[config.mk]
export PLATFORM = sky130hd
export DESIGN_NAME = spec_rob
export DESIGN_NICKNAME = d
export VERILOG_FILES = /design/src/rtl/rob_pkg.sv /design/src/rtl/rob_slots.sv /design/src/rtl/rob_rename_map.sv /design/src/rtl/spec_rob.sv
export SDC_FILE = /design/constraint.sdc
export NUM_CORES = 2
export LEC_CHECK = 0
export BUFFER_PORTS_ARGS = -buffer_cell sky130_fd_sc_hd__buf_4
export CORE_UTILIZATION = 30
export DETAILED_ROUTE_END_ITERATION = 12
export REMOVE_ABC_BUFFERS = 1
export SLEW_MARGIN = 40
export SYNTH_ARGS = -nofsm -noshare
export SYNTH_HDL_FRONTEND = slang
export SYNTH_SLANG_ARGS = --single-unit
export TNS_END_PERCENT = 50
[constraint.sdc]
create_clock -name clk -period 7.1 [get_ports clk]
set_input_delay 1.42 -clock clk [delete_from_list [all_inputs] [get_ports clk]]
set_output_delay 1.42 -clock clk [all_outputs]
set_load 0.02 [all_outputs]
[src/rtl/rob_pkg.sv]
package rob_pkg;
    typedef enum logic [1:0] {
        KIND_BRANCH = 2'd0,
        KIND_STORE  = 2'd1,
        KIND_REGOP  = 2'd2
    } op_kind_e;
endpackage

[src/rtl/rob_slots.sv]
module rob_slots
    import rob_pkg::*;
#(
    parameter int DEPTH  = 8,
    parameter int DATA_W = 32,
    parameter int DEST_W = 16
) (
    input  logic                          clk,
    input  logic                          rst_n,
    input  logic                          alloc_i,
    input  logic [1:0]                    alloc_kind_i,
    input  logic [DEST_W-1:0]             alloc_dest_i,
    input  logic                          wb_i,
    input  logic [$clog2(DEPTH)-1:0]      wb_tag_i,
    input  logic [DATA_W-1:0]             wb_value_i,
    output logic [$clog2(DEPTH)-1:0]      tail_o,
    output logic [$clog2(DEPTH+1)-1:0]    count_o,
    output logic                          retire_o,
    output logic                          flush_o,
    output logic [1:0]                    head_kind_o,
    output logic [DEST_W-1:0]             head_dest_o,
    output logic [DATA_W-1:0]             head_value_o,
    output logic [DEPTH-1:0]              ent_ready_o,
    output logic [DEPTH-1:0][DATA_W-1:0]  ent_value_o
);
    localparam int TAG_W = $clog2(DEPTH);
    localparam int CNT_W = $clog2(DEPTH+1);
    localparam logic [TAG_W-1:0] LAST = TAG_W'(DEPTH-1);

    typedef struct packed {
        logic [TAG_W-1:0]             head;
        logic [TAG_W-1:0]             tail;
        logic [CNT_W-1:0]             count;
        logic [DEPTH-1:0]             rdy;
        logic [DEPTH-1:0][1:0]        kind;
        logic [DEPTH-1:0][DEST_W-1:0] dst;
        logic [DEPTH-1:0][DATA_W-1:0] val;
    } slot_state_t;

    slot_state_t s_d, s_q;
    logic retire, flush;

    always_comb begin
        retire = (s_q.count != '0) && s_q.rdy[s_q.head];
        flush  = retire && (s_q.kind[s_q.head] == KIND_BRANCH) && s_q.val[s_q.head][0];
        s_d = s_q;
        if (wb_i) begin
            s_d.val[wb_tag_i] = wb_value_i;
            s_d.rdy[wb_tag_i] = 1'b1;
        end
        if (alloc_i) begin
            s_d.kind[s_q.tail] = alloc_kind_i;
            s_d.dst[s_q.tail]  = alloc_dest_i;
            s_d.val[s_q.tail]  = '0;
            s_d.rdy[s_q.tail]  = 1'b0;
            s_d.tail = (s_q.tail == LAST) ? '0 : s_q.tail + 1'b1;
        end
        if (retire) begin
            s_d.rdy[s_q.head] = 1'b0;
            s_d.head = (s_q.head == LAST) ? '0 : s_q.head + 1'b1;
        end
        s_d.count = s_q.count + CNT_W'(alloc_i) - CNT_W'(retire);
        if (flush) begin
            s_d.head  = '0;
            s_d.tail  = '0;
            s_d.count = '0;
            s_d.rdy   = '0;
        end
    end

    always_ff @(posedge clk) begin
        if (!rst_n) begin
            s_q <= '0;
        end else begin
            s_q <= s_d;
        end
    end

    assign tail_o       = s_q.tail;
    assign count_o      = s_q.count;
    assign retire_o     = retire;
    assign flush_o      = flush;
    assign head_kind_o  = s_q.kind[s_q.head];
    assign head_dest_o  = s_q.dst[s_q.head];
    assign head_value_o = s_q.val[s_q.head];
    assign ent_ready_o  = s_q.rdy;
    assign ent_value_o  = s_q.val;

    assert_count_bound_R3: assert property (@(posedge clk) disable iff (!rst_n)
        s_q.count <= CNT_W'(DEPTH));
    assert_count_grows_R3: assert property (@(posedge clk) disable iff (!rst_n)
        (alloc_i && !retire) |=> (s_q.count == $past(s_q.count) + 1'b1));
    assert_wb_sets_ready_R4: assert property (@(posedge clk) disable iff (!rst_n)
        (wb_i && !flush) |=> s_q.rdy[$past(wb_tag_i)]);
    assert_head_in_order_R5: assert property (@(posedge clk) disable iff (!rst_n)
        (retire && !flush) |=> (s_q.head == (($past(s_q.head) == LAST) ? '0 : $past(s_q.head) + 1'b1)));
    assert_flush_empties_R7: assert property (@(posedge clk) disable iff (!rst_n)
        flush |=> (s_q.count == '0 && s_q.head == '0 && s_q.tail == '0));
endmodule

[src/rtl/rob_rename_map.sv]
module rob_rename_map #(
    parameter int NREG  = 16,
    parameter int TAG_W = 3
) (
    input  logic                           clk,
    input  logic                           rst_n,
    input  logic                           set_i,
    input  logic [$clog2(NREG)-1:0]        set_reg_i,
    input  logic [TAG_W-1:0]               set_tag_i,
    input  logic                           clr_i,
    input  logic [$clog2(NREG)-1:0]        clr_reg_i,
    input  logic [TAG_W-1:0]               clr_tag_i,
    input  logic                           flush_i,
    output logic [NREG-1:0]                map_valid_o,
    output logic [NREG-1:0][TAG_W-1:0]     map_tag_o
);
    typedef struct packed {
        logic [NREG-1:0]            vld;
        logic [NREG-1:0][TAG_W-1:0] tag;
    } map_state_t;

    map_state_t m_d, m_q;

    always_comb begin
        m_d = m_q;
        if (clr_i && m_q.vld[clr_reg_i] && (m_q.tag[clr_reg_i] == clr_tag_i)) begin
            m_d.vld[clr_reg_i] = 1'b0;
        end
        if (set_i) begin
            m_d.vld[set_reg_i] = 1'b1;
            m_d.tag[set_reg_i] = set_tag_i;
        end
        if (flush_i) begin
            m_d.vld = '0;
        end
    end

    always_ff @(posedge clk) begin
        if (!rst_n) begin
            m_q <= '0;
        end else begin
            m_q <= m_d;
        end
    end

    assign map_valid_o = m_q.vld;
    assign map_tag_o   = m_q.tag;

    assert_flush_unmaps_R7: assert property (@(posedge clk) disable iff (!rst_n)
        flush_i |=> (m_q.vld == '0));
    assert_newest_producer_R10: assert property (@(posedge clk) disable iff (!rst_n)
        (set_i && !flush_i) |=> (m_q.vld[$past(set_reg_i)] && m_q.tag[$past(set_reg_i)] == $past(set_tag_i)));
endmodule

[src/rtl/spec_rob.sv]
module spec_rob
    import rob_pkg::*;
#(
    parameter int DEPTH  = 8,
    parameter int DATA_W = 32,
    parameter int DEST_W = 16,
    parameter int NREG   = 16,
    parameter int NSRC   = 2
) (
    input  logic                               clk,
    input  logic                               rst_n,
    input  logic                               iss_valid_i,
    input  logic [1:0]                         iss_kind_i,
    input  logic [DEST_W-1:0]                  iss_dest_i,
    output logic                               iss_ready_o,
    output logic [$clog2(DEPTH)-1:0]           iss_tag_o,
    input  logic [NSRC*$clog2(NREG)-1:0]       src_reg_i,
    output logic [NSRC-1:0]                    src_busy_o,
    output logic [NSRC*$clog2(DEPTH)-1:0]      src_tag_o,
    output logic [NSRC-1:0]                    src_ready_o,
    output logic [NSRC*DATA_W-1:0]             src_value_o,
    input  logic                               wb_valid_i,
    input  logic [$clog2(DEPTH)-1:0]           wb_tag_i,
    input  logic [DATA_W-1:0]                  wb_value_i,
    output logic                               cmt_valid_o,
    output logic [1:0]                         cmt_kind_o,
    output logic [DEST_W-1:0]                  cmt_dest_o,
    output logic [DATA_W-1:0]                  cmt_value_o,
    output logic                               reg_we_o,
    output logic                               mem_we_o,
    output logic                               flush_o,
    output logic [$clog2(DEPTH+1)-1:0]         count_o,
    output logic                               full_o,
    output logic                               empty_o
);
    localparam int TAG_W = $clog2(DEPTH);
    localparam int CNT_W = $clog2(DEPTH+1);
    localparam int REG_W = $clog2(NREG);

    logic [TAG_W-1:0]             tail, head_tag;
    logic [CNT_W-1:0]             count;
    logic                         retire, flush, alloc;
    logic [1:0]                   head_kind;
    logic [DEST_W-1:0]            head_dest;
    logic [DATA_W-1:0]            head_value;
    logic [DEPTH-1:0]             ent_ready;
    logic [DEPTH-1:0][DATA_W-1:0] ent_value;
    logic [NREG-1:0]              map_valid;
    logic [NREG-1:0][TAG_W-1:0]   map_tag;

    assign full_o      = (count == CNT_W'(DEPTH));
    assign empty_o     = (count == '0);
    assign iss_ready_o = !full_o && !flush;
    assign alloc       = iss_valid_i && iss_ready_o;
    assign iss_tag_o   = tail;
    assign head_tag    = TAG_W'((32'(tail) + DEPTH - 32'(count)) % DEPTH);

    rob_slots #(.DEPTH(DEPTH), .DATA_W(DATA_W), .DEST_W(DEST_W)) u_slots (
        .clk(clk), .rst_n(rst_n),
        .alloc_i(alloc), .alloc_kind_i(iss_kind_i), .alloc_dest_i(iss_dest_i),
        .wb_i(wb_valid_i), .wb_tag_i(wb_tag_i), .wb_value_i(wb_value_i),
        .tail_o(tail), .count_o(count), .retire_o(retire), .flush_o(flush),
        .head_kind_o(head_kind), .head_dest_o(head_dest), .head_value_o(head_value),
        .ent_ready_o(ent_ready), .ent_value_o(ent_value)
    );

    rob_rename_map #(.NREG(NREG), .TAG_W(TAG_W)) u_map (
        .clk(clk), .rst_n(rst_n),
        .set_i(alloc && iss_kind_i == KIND_REGOP),
        .set_reg_i(iss_dest_i[REG_W-1:0]), .set_tag_i(tail),
        .clr_i(retire && head_kind == KIND_REGOP),
        .clr_reg_i(head_dest[REG_W-1:0]), .clr_tag_i(head_tag),
        .flush_i(flush),
        .map_valid_o(map_valid), .map_tag_o(map_tag)
    );

    for (genvar i = 0; i < NSRC; i++) begin : g_src
        logic [REG_W-1:0] r;
        logic [TAG_W-1:0] t;
        logic             byp;
        assign r   = src_reg_i[i*REG_W +: REG_W];
        assign t   = map_tag[r];
        assign byp = wb_valid_i && (wb_tag_i == t);
        assign src_busy_o[i]                = map_valid[r];
        assign src_tag_o[i*TAG_W +: TAG_W]  = t;
        assign src_ready_o[i]               = map_valid[r] && (ent_ready[t] || byp);
        assign src_value_o[i*DATA_W +: DATA_W] =
            !map_valid[r] ? '0 : (byp ? wb_value_i : ent_value[t]);
    end

    assign cmt_valid_o = retire;
    assign cmt_kind_o  = head_kind;
    assign cmt_dest_o  = head_dest;
    assign cmt_value_o = head_value;
    assign reg_we_o    = retire && head_kind == KIND_REGOP;
    assign mem_we_o    = retire && head_kind == KIND_STORE;
    assign flush_o     = flush;
    assign count_o     = count;

    assert_commit_needs_entry_R5: assert property (@(posedge clk) disable iff (!rst_n)
        cmt_valid_o |-> !empty_o);
    assert_full_refuses_R3: assert property (@(posedge clk) disable iff (!rst_n)
        (full_o && !retire) |=> (count == $past(count)));
    assert_single_write_R6: assert property (@(posedge clk) disable iff (!rst_n)
        $onehot0({reg_we_o, mem_we_o, flush_o}));
endmodule

==> flow_metrics.py <==
metrics = {
    "setup_path": {
        "path_class": "primary input to output port",
        "cp_data_required_time_ps": 5680,
        "r2r_slack_ps": 2280,
        "cp-end-kind": "output port",
        "worst_setup_path_start_kind": "primary input",
        "cp.arrival_ps": 4950,
        "critical_path.max_fanout": 42,
    },
    "placed_design": {
        "io_buffer_count": 202,
        "hpwl_um": 64100,
        "finalWeightedCongestion": 0.833,
    },
    "timing": {
        "setup_violations": 0,
        "rsz0062_at_grt": "no",
        "fin_crit_sh": 0.897,
        "timing_hold_violations_final": 0,
        "period_minus_slack_ps": 6370,
        "slew_violations": 0,
        "max_slew_margin": 0.423,
        "fmax_ghz": 0.157,
        "holdWs_ps": 463,
        "worst_slew_pin_slew_ps": 863,
        "skew_ps": 35.8,
    },
    "grt": {
        "grt_pass1_wl_um": 152000,
        "grt_pass1_vias": 22721,
        "grtUsageMet1": 0.301,
        "grt_antenna_before_repair": 6,
        "grt_max_degree": 157,
        "grtUsageMet3": 0.0394,
        "overflow": 0,
        "top_usage_layer": "met2",
        "track_usage": 0.224,
        "grt_util_met2": 0.365,
    },
    "cts": {
        "path_clk_slew_ps": 60,
        "cts_tree": "done",
        "tritoncts.num_buffers": 54,
        "clock-sinks": 482,
        "postCtsResizedCells": 0,
        "cts_setup_buffers": 0,
        "cts_root_buf": "clkbuf_16",
        "cts_max_level": 2,
        "clk_latency_ps": 630,
        "hold_buffers": 0,
        "clockBufferDepth": 3,
    },
    "layout": {
        "syn2layout_area_growth_pct": 16.6,
        "fin_util": 0.355,
        "seqCellArea_um2": 9650,
        "drive_gt1_frac": 0.195,
        "nNetsFinal": 3159,
        "fill_cells": 8861,
        "multi_input_area_um2": 15700,
    },
    "hold_path": {
        "hold_path_class": "register to register",
    },
    "logic_synthesis": {
        "ys.flop_type": "dfxtp_1",
        "netlist-cell-type-count": 65,
        "syn_area_um2": 26600,
        "synth_area_per_cell_um2": 8.72,
        "synthArstFlopShare": 0,
        "synth_most_common_cell": "nand2_1",
        "synth.area.top_cells": "dfxtp_1 36%, mux4_2 15%, nand2_1 12%",
        "synth_commonest_cells": "866 x nand2_1, 482 x dfxtp_1, 268 x a21oi_1",
        "yosysSeqAreaShare": 0.363,
        "ys_warn_count": 0,
        "ys_seq_elements": 482,
        "synth_top_cell_area_share": 0.363,
        "synth_edf_count": 0,
        "syn_inst": 3046,
        "yosys.area.top_type": "dfxtp_1",
    },
    "floorplanning": {
        "num_rows": 108,
        "start_util": 0.305,
        "die_height_um": 300,
        "fp.dieW_um": 300,
        "core_area_um2": 87200,
        "ios": 203,
        "fp.dieArea_um2": 89700,
    },
    "power": {
        "p_switching_mw": 1.88,
        "swShare": 0.282,
        "ir_drop_uv": 177,
        "internal_power_mw": 4.77,
        "power.density_nw_per_um2": 215,
        "power.share.sequential": 0.428,
        "leakagePower_nw": 10.1,
        "p_clk_frac": 0.435,
        "pwr-share-comb": 0.137,
    },
    "routing": {
        "vias_per_cell": 5.62,
        "wl_per_cell_um": 24.1,
        "drt_iter0_markers": 2540,
        "dr_total_vias": 24029,
        "antenna_left": 0,
        "first_pass_iters": 6,
        "drc": 0,
        "wirelength_um": 103000,
    },
    "job": {
        "cap_violations": 0,
    },
    "run_status": {
        "status": "finished clean",
    },
}
metrics by stage:
step / TNS (ps) / power [mW] / area (um2) / std cells / worst slack [ps]
after floorplan: -21680 / 3.36 / 25200 / 2736 / -333
after global placement: 0 / 3.80 / 29000 / 4171 / 690
after detailed placement: 0 / 3.81 / 29200 / 4180 / 684
after CTS: 0 / 6.67 / 30900 / 4276 / 671
after global routing: 0 / 6.86 / 30900 / 4276 / 514
final: 0 / 6.65 / 30900 / 4277 / 729
cell families after synthesis:
family | Yosys count | share of synthesized area
AO/OA/AOI/OAI | 750 | 0.188
XOR/XNOR | 13 | 0.00457
adder cells (fa/ha/maj) | 13 | 0.00669
buffers and inverters | 330 | 0.0523
flip-flops | 482 | 0.363
multiplexers | 319 | 0.209
AND/OR/NAND/NOR | 1139 | 0.176
cell type report:
type                            instances  area share
Inverter                               20     0.00243
Clock inverter                         16     0.00687
Antenna cell                            1   0.0000809
Timing Repair Buffer                  289      0.0737
Tap cell                             1155      0.0467
Clock buffer                           80      0.0510
Sequential cell                       482       0.312
Multi-Input combinational cell       2234       0.507
path summary, 6_finish.rpt:
kind,start,end,depth (start not counted)
worst max-delay path,src_reg_i[0],src_value_o[12],11
worst min-delay path,register,register,2
worst max register to register,u_slots.s_q[415]$_SDFFE_PP0N_,u_slots.ent_value_o[35]$_SDFF_PN0_,11
worst min register to register,register,register,2
layout by cell type (no fill, tap or decap), drive strengths merged, types with 2 or more instances in the layout:
| cell | n |
|---|---|
| a2111oi | 9 |
| a211o | 4 |
| a211oi | 70 |
| a21boi | 168 |
| a21oi | 268 |
| a221oi | 3 |
| a22oi | 173 |
| and2 | 3 |
| and3 | 6 |
| and3b | 2 |
| buf | 289 |
| bufinv | 4 |
| clkbuf | 80 |
| clkinv | 9 |
| dfxtp | 482 |
| fa | 2 |
| ha | 11 |
| inv | 22 |
| mux2 | 10 |
| mux2i | 126 |
| mux4 | 183 |
| nand2 | 866 |
| nand2b | 11 |
| nand3 | 14 |
| nand3b | 3 |
| nand4 | 49 |
| nor2 | 121 |
| nor2b | 38 |
| nor3 | 15 |
| nor3b | 3 |
| o21a | 6 |
| o21ai | 26 |
| o221a | 7 |
| o22ai | 2 |
| o31a | 6 |
| or3 | 4 |
| or3b | 2 |
| xnor2 | 10 |
| xor2 | 3 |
critical path, stage by stage:
cell and delay [ps]:
buf_4 280, mux4_2 540, mux4_4 850, buf_12 260, buf_12 180, xnor2_1 130, nand4_1 110, buf_4 480
nor2_1 80, a211oi_1 360, buf_4 210
power by group through the flow:
stage                     clock network (mW)  logic, mW  registers [mW]
after global routing                    3.03      0.979            2.86
after CTS                               2.92      0.913            2.84
after detailed placement                   0      0.910            2.90
after global placement                     0      0.896            2.90
final                                   2.89      0.913            2.85
after floorplan                            0      0.461            2.90
routing by layer:
metal	vias to the layer above	wire length, um
met2	1199	48100
met5	-	48
met1	11729	42600
met3	182	9860
met4	10	2620
li1	10909	-
Power figures use the tool's default switching activity.
